$ cat config.mk
export PLATFORM = sky130hd
export DESIGN_NAME = tw_word_receiver
export DESIGN_NICKNAME = d
export VERILOG_FILES = /design/src/rtl/tw_pkg.sv /design/src/rtl/tw_edge_detect.sv /design/src/rtl/tw_shift_count.sv /design/src/rtl/tw_commit_regs.sv /design/src/rtl/tw_word_receiver.sv
export SDC_FILE = /design/constraint.sdc
export NUM_CORES = 1
export LEC_CHECK = 0
export ABC_AREA = 1
export BUFFER_PORTS_ARGS = -buffer_cell sky130_fd_sc_hd__buf_2
export CAP_MARGIN = 20
export CORE_ASPECT_RATIO = 0.9
export CORE_MARGIN = 2
export CORE_UTILIZATION = 55
export DETAILED_ROUTE_END_ITERATION = 8
export PLACE_DENSITY_LB_ADDON = 0.25
export SLEW_MARGIN = 10
export SYNTH_ARGS = -nofsm -noshare
export SYNTH_HDL_FRONTEND = slang
export SYNTH_SLANG_ARGS = --single-unit
$ cat constraint.sdc
create_clock -name clk -period 1.8 [get_ports clk]
set_input_delay 0.36 -clock clk [delete_from_list [all_inputs] [get_ports clk]]
set_output_delay 0.36 -clock clk [all_outputs]
set_load 0.005 [all_outputs]
$ cat src/rtl/tw_pkg.sv
// Shared constants and the control-group type for the three-wire receiver.
// Assumes the word layout: four band bits, fifteen divider bits, one marker
// bit, seven control bits.
package tw_pkg;
    localparam int BAND_W    = 4;
    localparam int FREQ_W    = 15;
    localparam int CTRL_BITS = 7;
    localparam int LEN_SHORT = BAND_W + FREQ_W - 1;     // 18
    localparam int LEN_MID   = BAND_W + FREQ_W;         // 19
    localparam int LEN_LONG  = LEN_MID + 1 + CTRL_BITS; // 27
    localparam int CNT_W     = 5;
    localparam int SR_W      = LEN_LONG;

    typedef struct packed {
        logic       cp;
        logic [2:0] test;
        logic       rsa;
        logic       rsb;
        logic       os;
    } ctrl_t;
endpackage

$ cat src/rtl/tw_edge_detect.sv
// Edge finder for a group of already synchronised level inputs.
// Assumes each input is stable with respect to clk; reports the rise or
// fall in the same cycle the new level first appears.
module tw_edge_detect #(
    parameter int N = 2
) (
    input  logic         clk,
    input  logic         rst_n,
    input  logic [N-1:0] lvl_i,
    output logic [N-1:0] rise_o,
    output logic [N-1:0] fall_o
);
    logic [N-1:0] lvl_q;

    for (genvar g = 0; g < N; g++) begin : g_lane
        // Hold the previous level of this lane.
        always_ff @(posedge clk) begin
            if (!rst_n) lvl_q[g] <= 1'b0;
            else        lvl_q[g] <= lvl_i[g];
        end

        // Compare current and previous level.
        always_comb begin
            rise_o[g] = lvl_i[g] & ~lvl_q[g];
            fall_o[g] = ~lvl_i[g] & lvl_q[g];
        end
    end
endmodule

$ cat src/rtl/tw_shift_count.sv
// Serial capture: shifts one data bit per falling shift-clock edge while
// the enable is high, and counts the bits with saturation.
// Assumes edge strobes come from tw_edge_detect.
module tw_shift_count #(
    parameter int SR_W  = tw_pkg::SR_W,
    parameter int CNT_W = tw_pkg::CNT_W
) (
    input  logic             clk,
    input  logic             rst_n,
    input  logic             ce_lvl_i,
    input  logic             ce_rise_i,
    input  logic             sck_fall_i,
    input  logic             sdat_i,
    output logic [SR_W-1:0]  sr_o,
    output logic [CNT_W-1:0] cnt_o
);
    localparam logic [CNT_W-1:0] CNT_MAX = {CNT_W{1'b1}};

    logic shift_en;

    // A bit is taken only on a falling clock inside an enabled window.
    always_comb shift_en = sck_fall_i & ce_lvl_i;

    // Shift register, newest bit at position 0.
    always_ff @(posedge clk) begin
        if (!rst_n)        sr_o <= '0;
        else if (shift_en) sr_o <= {sr_o[SR_W-2:0], sdat_i};
    end

    // Bit counter: restarts on enable rise, stops at its maximum.
    always_ff @(posedge clk) begin
        if (!rst_n)
            cnt_o <= '0;
        else if (ce_rise_i)
            cnt_o <= shift_en ? CNT_W'(1) : '0;
        else if (shift_en && cnt_o != CNT_MAX)
            cnt_o <= cnt_o + CNT_W'(1);
    end

    assert_cnt_sat_R10: assert property (@(posedge clk) disable iff (!rst_n)
        (cnt_o == CNT_MAX && !ce_rise_i) |=> cnt_o == CNT_MAX);

    assert_cnt_restart_R10: assert property (@(posedge clk) disable iff (!rst_n)
        ce_rise_i |=> cnt_o <= CNT_W'(1));

    assert_cnt_hold_R1: assert property (@(posedge clk) disable iff (!rst_n)
        (!ce_rise_i && !(sck_fall_i && ce_lvl_i)) |=> $stable(cnt_o) && $stable(sr_o));
endmodule

$ cat src/rtl/tw_commit_regs.sv
// Output registers: decides from the bit count which fields of the shifted
// word to commit, either mid-word on a rising clock or at enable fall.
// Assumes count and shift register come from tw_shift_count.
module tw_commit_regs
    import tw_pkg::*;
#(
    parameter int SR_W  = tw_pkg::SR_W,
    parameter int CNT_W = tw_pkg::CNT_W
) (
    input  logic              clk,
    input  logic              rst_n,
    input  logic              rsb_init_i,
    input  logic              ce_lvl_i,
    input  logic              ce_fall_i,
    input  logic              sck_rise_i,
    input  logic [CNT_W-1:0]  cnt_i,
    input  logic [SR_W-1:0]   sr_i,
    output logic [BAND_W-1:0] band_o,
    output logic [FREQ_W-1:0] freq_o,
    output ctrl_t             ctrl_o
);
    localparam int FREQ_AT = BAND_W + FREQ_W;

    logic band_ld, freq_mid_ld, end_short, end_mid, end_long;

    // Decode the commit events from count and edges.
    always_comb begin
        band_ld     = sck_rise_i & ce_lvl_i & (cnt_i == CNT_W'(BAND_W));
        freq_mid_ld = sck_rise_i & ce_lvl_i & (cnt_i == CNT_W'(FREQ_AT));
        end_short   = ce_fall_i & (cnt_i == CNT_W'(LEN_SHORT));
        end_mid     = ce_fall_i & (cnt_i == CNT_W'(LEN_MID));
        end_long    = ce_fall_i & (cnt_i == CNT_W'(LEN_LONG));
    end

    // Band register: first four bits, committed mid-word.
    always_ff @(posedge clk) begin
        if (!rst_n)       band_o <= '0;
        else if (band_ld) band_o <= sr_i[BAND_W-1:0];
    end

    // Divider word: short and mid words at enable fall, long words mid-word.
    always_ff @(posedge clk) begin
        if (!rst_n)           freq_o <= '0;
        else if (end_short)   freq_o <= {1'b0, sr_i[FREQ_W-2:0]};
        else if (end_mid)     freq_o <= sr_i[FREQ_W-1:0];
        else if (freq_mid_ld) freq_o <= sr_i[FREQ_W-1:0];
    end

    // Control group: full load from long words, ratio A from short/mid.
    always_ff @(posedge clk) begin
        if (!rst_n) begin
            ctrl_o <= '{cp: 1'b1, test: 3'b001, rsa: 1'b0, rsb: rsb_init_i, os: 1'b1};
        end else if (end_long) begin
            ctrl_o <= ctrl_t'(sr_i[CTRL_BITS-1:0]);
        end else if (end_short) begin
            ctrl_o.rsa <= 1'b1;
        end else if (end_mid) begin
            ctrl_o.rsa <= 1'b0;
        end
    end

    assert_band_src_R2: assert property (@(posedge clk) disable iff (!rst_n)
        (band_o != $past(band_o)) |->
            $past(sck_rise_i && ce_lvl_i && cnt_i == CNT_W'(BAND_W)));

    assert_ctrl_src_R7: assert property (@(posedge clk) disable iff (!rst_n)
        ({ctrl_o.cp, ctrl_o.test, ctrl_o.rsb, ctrl_o.os} !=
         $past({ctrl_o.cp, ctrl_o.test, ctrl_o.rsb, ctrl_o.os})) |->
            $past(ce_fall_i && cnt_i == CNT_W'(LEN_LONG)));

    assert_rsa_src_R9: assert property (@(posedge clk) disable iff (!rst_n)
        (ctrl_o.rsa != $past(ctrl_o.rsa)) |->
            $past(ce_fall_i && (cnt_i == CNT_W'(LEN_SHORT) ||
                  cnt_i == CNT_W'(LEN_MID) || cnt_i == CNT_W'(LEN_LONG))));

    assert_freq_src_R8: assert property (@(posedge clk) disable iff (!rst_n)
        (freq_o != $past(freq_o)) |->
            $past((ce_fall_i && (cnt_i == CNT_W'(LEN_SHORT) || cnt_i == CNT_W'(LEN_MID))) ||
                  (sck_rise_i && ce_lvl_i && cnt_i == CNT_W'(FREQ_AT))));

    assert_short_msb_R3: assert property (@(posedge clk) disable iff (!rst_n)
        $past(ce_fall_i && cnt_i == CNT_W'(LEN_SHORT)) |-> (!freq_o[FREQ_W-1] && ctrl_o.rsa));
endmodule

$ cat src/rtl/tw_word_receiver.sv
// Top of the three-wire tuning word receiver: edge finding, serial
// capture and length-decoded commit of band, divider and control fields.
// Assumes ce_i, sck_i and sdat_i are already synchronised to clk.
module tw_word_receiver
    import tw_pkg::*;
(
    input  logic        clk,
    input  logic        rst_n,
    input  logic        ce_i,
    input  logic        sck_i,
    input  logic        sdat_i,
    input  logic        rsb_init_i,
    output logic [3:0]  band_o,
    output logic [14:0] freq_o,
    output logic        cp_o,
    output logic [2:0]  test_o,
    output logic        rsa_o,
    output logic        rsb_o,
    output logic        os_o
);
    localparam int CE_IX  = 1;
    localparam int SCK_IX = 0;

    logic [1:0]       rise, fall;
    logic [SR_W-1:0]  sr;
    logic [CNT_W-1:0] cnt;
    ctrl_t            ctrl;

    tw_edge_detect #(.N(2)) u_edges (
        .clk    (clk),
        .rst_n  (rst_n),
        .lvl_i  ({ce_i, sck_i}),
        .rise_o (rise),
        .fall_o (fall)
    );

    tw_shift_count #(.SR_W(SR_W), .CNT_W(CNT_W)) u_shift (
        .clk        (clk),
        .rst_n      (rst_n),
        .ce_lvl_i   (ce_i),
        .ce_rise_i  (rise[CE_IX]),
        .sck_fall_i (fall[SCK_IX]),
        .sdat_i     (sdat_i),
        .sr_o       (sr),
        .cnt_o      (cnt)
    );

    tw_commit_regs #(.SR_W(SR_W), .CNT_W(CNT_W)) u_commit (
        .clk        (clk),
        .rst_n      (rst_n),
        .rsb_init_i (rsb_init_i),
        .ce_lvl_i   (ce_i),
        .ce_fall_i  (fall[CE_IX]),
        .sck_rise_i (rise[SCK_IX]),
        .cnt_i      (cnt),
        .sr_i       (sr),
        .band_o     (band_o),
        .freq_o     (freq_o),
        .ctrl_o     (ctrl)
    );

    // Break the control group out onto its ports.
    always_comb begin
        cp_o   = ctrl.cp;
        test_o = ctrl.test;
        rsa_o  = ctrl.rsa;
        rsb_o  = ctrl.rsb;
        os_o   = ctrl.os;
    end
endmodule

# --- Yosys cells after proc, flatten, opt, wreduce, memory -nomap -nowiden ---
# Cells that the tools add are included.
word_totals:
  register_bits: 48
  inputBits: 6
  out_inout_bits: 26
  word_cells: 52
classes:
  addsub: 1
  eq_ne: 6
  muxes: 11
  bitwise_logic: 16
  n_reduce_logical: 6
ops:
  columns: ["op", "count"]
  rows:
  - ["$mux 15", 2]
  - ["$eq 5x5->1 const B", 3]
  - ["$mux 14", 1]
  - ["$and 1x1->1", 11]
  - ["$mux 5", 2]
  - ["$reduce_bool 3->1", 2]
  - ["$add 5x1->5 const B", 1]
  - ["$eq 5x3->1 const B", 1]
  - ["$ne 5x5->1 const B", 1]
  - ["$not 1->1", 5]
  - ["$mux 1", 4]
  - ["$mux 2", 2]
  - ["$reduce_bool 2->1", 2]
  - ["$ne 2x1->1 const B", 1]
  - ["$reduce_or 2->1", 1]
  - ["$logic_and 1x1->1", 1]

# --- Longest topological paths before layout ---
logic_depth:
  ltp_word: 7
  ltp_mapped: 10
  ltp_nobuf: 10

# --- Modules after synthesis ---
# Synthesis repeated with hierarchy kept, for this count alone.
hier_totals:
  hier_cells: 348
  area_unflattened_um2: 2598.7
modules_own_cells:
  columns: ["module", "instances", "cells_each", "area_each_um2", "seq_area_each_um2"]
  rows:
  - ["tw_commit_regs", 1, 179, 1270.0, 530.5]
  - ["tw_shift_count", 1, 155, 1238.7, 640.6]
  - ["tw_edge_detect", 1, 14, 90.1, 40.0]

# --- Least setup slack after synthesis ---
# Ideal clock, no wire load.
synth_timing:
  path_type: "register -> register"
  start: "register u_shift.cnt_o[1]"
  end: "register u_shift.cnt_o[3]"
  setup_ps: 115
  arrival_time_ps: 1226
  t_required_ps: 1685
  setup_slack_ps: 459
  path_stages_with_launch: 10
  n_path_buf: 0
  period_less_slack_ps: 1341
  path_cell_list: "dfxtp_1 > ha_1 > inv_1 > nor3_1 > ha_1 > inv_1 > nand2_2 > nand2_1 > a21oi_1 > nor2_1"
synth_via:
  elab_chain_cells: 3
synth_rtl:
  columns: ["item", "line", "text"]
  rows:
  - ["from (decl)", "tw_shift_count.sv:15", "output logic [CNT_W-1:0] cnt_o"]
  - ["from (signal assigned)", "tw_shift_count.sv:35", "cnt_o <= shift_en ? CNT_W'(1) : '0;"]
  - ["from (signal assigned)", "tw_shift_count.sv:37", "cnt_o <= cnt_o + CNT_W'(1);"]
  - ["$add 5x1->5 / $ne 5x5->1 (equally long branches)", "tw_shift_count.sv:37, tw_shift_count.sv:36", null]
  - ["$mux 5 / $logic_and 1x1->1 (equally long branches)", "tw_shift_count.sv:36", "else if (shift_en && cnt_o != CNT_MAX)"]
  - ["$mux 5 / $reduce_bool 2->1 (equally long branches)", null, null]
# Parallel ways exist; a longest one is shown, timed or not. The select of a mux whose other input is x is not followed.
# A chain may end at the register's enable or synchronous reset.

# --- Worst setup path after layout ---
# Same ends and word-level chain as after synthesis.

==> metrics.yaml <==
power_density_nw_per_um2: 788.4
die_y_um: 62.44
whs_endpoint: "u_edges.lvl_q[0]$_SDFF_PN0_"
tns_ns: 0
hp-start: "sck_i"
endpoint_kind: "flop"
insertion_delay_ns: 0.31
synthCells: 282
critPathLaunchType: "flop"
antennaDiodeCount: 0
ys_seq_area_share_pct: 46.52
pin_count: 32
cp.required_ns: 2.00
grt_max_degree: 41
r2r_start: "u_shift.cnt_o[1]$_SDFFE_PN0P_"
wirelength_um: 3997
status: "complete, no violations"
syn_nets: 292
core_region_area_um2: 3679
drv_cap: 0
final_antenna_net_count: 0
die_x_um: 68.93
ys_seq_elements: 48
cts_max_path_buffers: 2
cts_resized: 0
grt_pass1_wl_um: 6803
grt_overflow: 0
cts_num_sinks: 48
synth_top_family_by_area: "simple AND/OR/NAND/NOR gates"
ir_worst_vdd_mv: 0.5081
io_buffers: 31
gp_congestion: 0.9065
relSlewSlack_pct: 75.97
die_area_um2: 4304
setup_viol: 0
place_hpwl_um: 2740
hold_class: "input port to flop"
drive_gt1_share_pct: 20.38
synth-xor-area-share_pct: 0
grt_antenna_before_repair: 0
max_freq_ghz: 0.6433
rows: 21
synth-simple-area-share_pct: 27.04
arrival_ns: 1.75
dp_slack_ns: 0.2526
syn_avg_cell_area_um2: 7.401
finalCritPeriodShare_pct: 86.36
fin_crit_ns: 1.555
start_util_pct: 56.73
cts_tree: "yes"
yosysTopAreaCell: "dfxtp_1"
synth.area.top_cells: "dfxtp_1 45%, nand2_1 8.8%, nor2_1 8.6%"
vias: 1817
drv_slew: 0
synth_mux_area_share_pct: 0
synth_warnings: 0
syn_area_um2: 2087
r2r_cells: 9
crit_type: "flop to flop"
clkTransAtPathRegs_ns: 0.08
rsz0062_at_grt: "no"
fin_nets: 323
area_delta_synth_final_pct: 13.67
rrSetupSlack_ns: 0.25
hold_violations: 0
fin_skew_ns: 0.009995
yosysTopAreaCellShare_pct: 45.08
power_leakage_nw: 1.140
post_cts_buffers: 0
first_pass_iters: 4
grt_pass1_vias: 1633
synth_adder_area_share_pct: 2.398
worstReg2RegEnd: "u_shift.cnt_o[3]$_SDFFE_PN0P_"
root_buffer: "clkbuf_8"
synth_compound_area_share_pct: 13.85
worst_pin_slew_ns: 0.3604
drt_iter0_drc: 102
yosysUniqueCellTypes: 24
wl_per_cell_um: 11.10
vias_per_cell: 5.047
fin_ws_ns: 0.2455
ctsHoldBuffers: 0
drc: 0
worstPathMaxFanout: 7
track_usage_pct: 20.60
cts_inserted_buffers: 5
min_path_cells: 3
ctsHtreeMaxLevel: 2
==> critical path: stages, from the launching register on <==
cell and delay [ns]:
dfxtp_1 0.39, ha_1 0.18, inv_1 0.06, nor3_1 0.18, ha_1 0.20, inv_1 0.05, nand2_2 0.12, nand2_1 0.10
a21oi_1 0.13, nor2_1 0.06
==> worst max path at each step <==
stage                                  start                          endpoint  slack (ns)  cells after the start
2_1_floorplan  u_shift.cnt_o[1]$_SDFFE_PN0P_     u_shift.cnt_o[3]$_SDFFE_PN0P_        0.46                      9
3_3_place_gp   u_shift.cnt_o[1]$_SDFFE_PN0P_  u_commit.freq_o[13]$_SDFFE_PN0P_        0.29                      7
3_5_place_dp   u_shift.cnt_o[1]$_SDFFE_PN0P_     u_shift.cnt_o[3]$_SDFFE_PN0P_        0.25                      9
4_1_cts        u_shift.cnt_o[1]$_SDFFE_PN0P_     u_shift.cnt_o[3]$_SDFFE_PN0P_        0.24                      9
5_1_grt        u_shift.cnt_o[1]$_SDFFE_PN0P_     u_shift.cnt_o[3]$_SDFFE_PN0P_        0.05                      9
6_report       u_shift.cnt_o[1]$_SDFFE_PN0P_     u_shift.cnt_o[3]$_SDFFE_PN0P_        0.25                      9
==> placed cells by master, fill, tap and decap left out, types with 2 or more instances in the layout <==
cell type and instances:
nand2_1 49, nor2_1 48, dfxtp_1 47, inv_1 31
buf_2 31, nand3_1 25, o21ai_0 21, a21oi_1 18
a21oi_2 9, clkbuf_8 6, buf_4 6, ha_1 4
nor3_1 3, nand2_2 3, inv_2 2, nor2_2 2
==> synth_stat cells <==
| master | n |
|---|---|
| buf_2 | 7 |
| o211ai_1 | 1 |
| inv_2 | 2 |
| nor2_2 | 2 |
| buf_12 | 1 |
| nand3_2 | 1 |
| a21oi_2 | 9 |
| clkbuf_1 | 4 |
| nor3_1 | 3 |
| nand3_1 | 25 |
| buf_6 | 1 |
| o21ai_0 | 21 |
| edfxtp_1 | 1 |
| nor2_4 | 1 |
| a21oi_1 | 18 |
| nand3b_1 | 1 |
| nand2_2 | 3 |
| a22oi_1 | 1 |
| nor2_1 | 48 |
| inv_1 | 31 |
| buf_4 | 1 |
| dfxtp_1 | 47 |
| ha_1 | 4 |
| nand2_1 | 49 |
==> area by class of cell <==
| cell class | count | area [µm²] |
|---|---|---|
| clock buffer | 6 | 82.58 |
| clock inverter | 2 | 13.76 |
| fill | 333 | 1306 |
| inverter | 33 | 123.9 |
| multi-input combinational | 187 | 903.4 |
| sequential | 48 | 970.9 |
| tap | 46 | 57.56 |
| timing repair buffer | 38 | 220.2 |
==> power breakdown <==
group          switching [mW]  internal (mW)  leakage (nW)  total (mW)
sequential             0.0153           1.08         0.390        1.10
clock                   0.366          0.314        0.0516       0.681
combinational          0.0615         0.0305         0.698      0.0920
==> cell families after synthesis <==
kind of cell               Yosys count
AOI/OAI and AO/OA                   50
buffers and inverters               47
DFF                                 48
adders and majority gates            4
and+or+nand+nor                    133
==> per-layer routing <==
layer	global-route usage [%]	up-vias	wire, µm
li1	-	955	-
met1	25.95	814	1886
met2	33.65	39	1874
met3	4.505	9	166
met4	8.088	0	69
met5	0	-	0
==> state kept, by name (all words and copies together), names as in the netlist <==
name             count
u_commit.ctrl_o      7
u_edges.lvl_q        2
u_commit.band_o      4
u_commit.freq_o     15
u_shift.cnt_o        5
u_shift.sr_o        15
==> stage by stage <==
step / utilization [%] / cells / power [mW] / area (µm²) / hold WS [ns]
after CTS: 64.49 / 360 / 1.888 / 2372 / 0.3158
after detailed placement: 61.87 / 352 / 1.214 / 2276 / 0.4521
after floorplan: - / 282 / 1.185 / 2087 / 0.4516
final: 64.49 / 360 / 1.870 / 2372 / 0.3225
after global routing: 64.49 / 360 / 1.953 / 2372 / 0.3325
after global placement: 61.87 / 352 / 1.211 / 2276 / 0.4466
No activity file was read; power rests on OpenSTA's default activity.
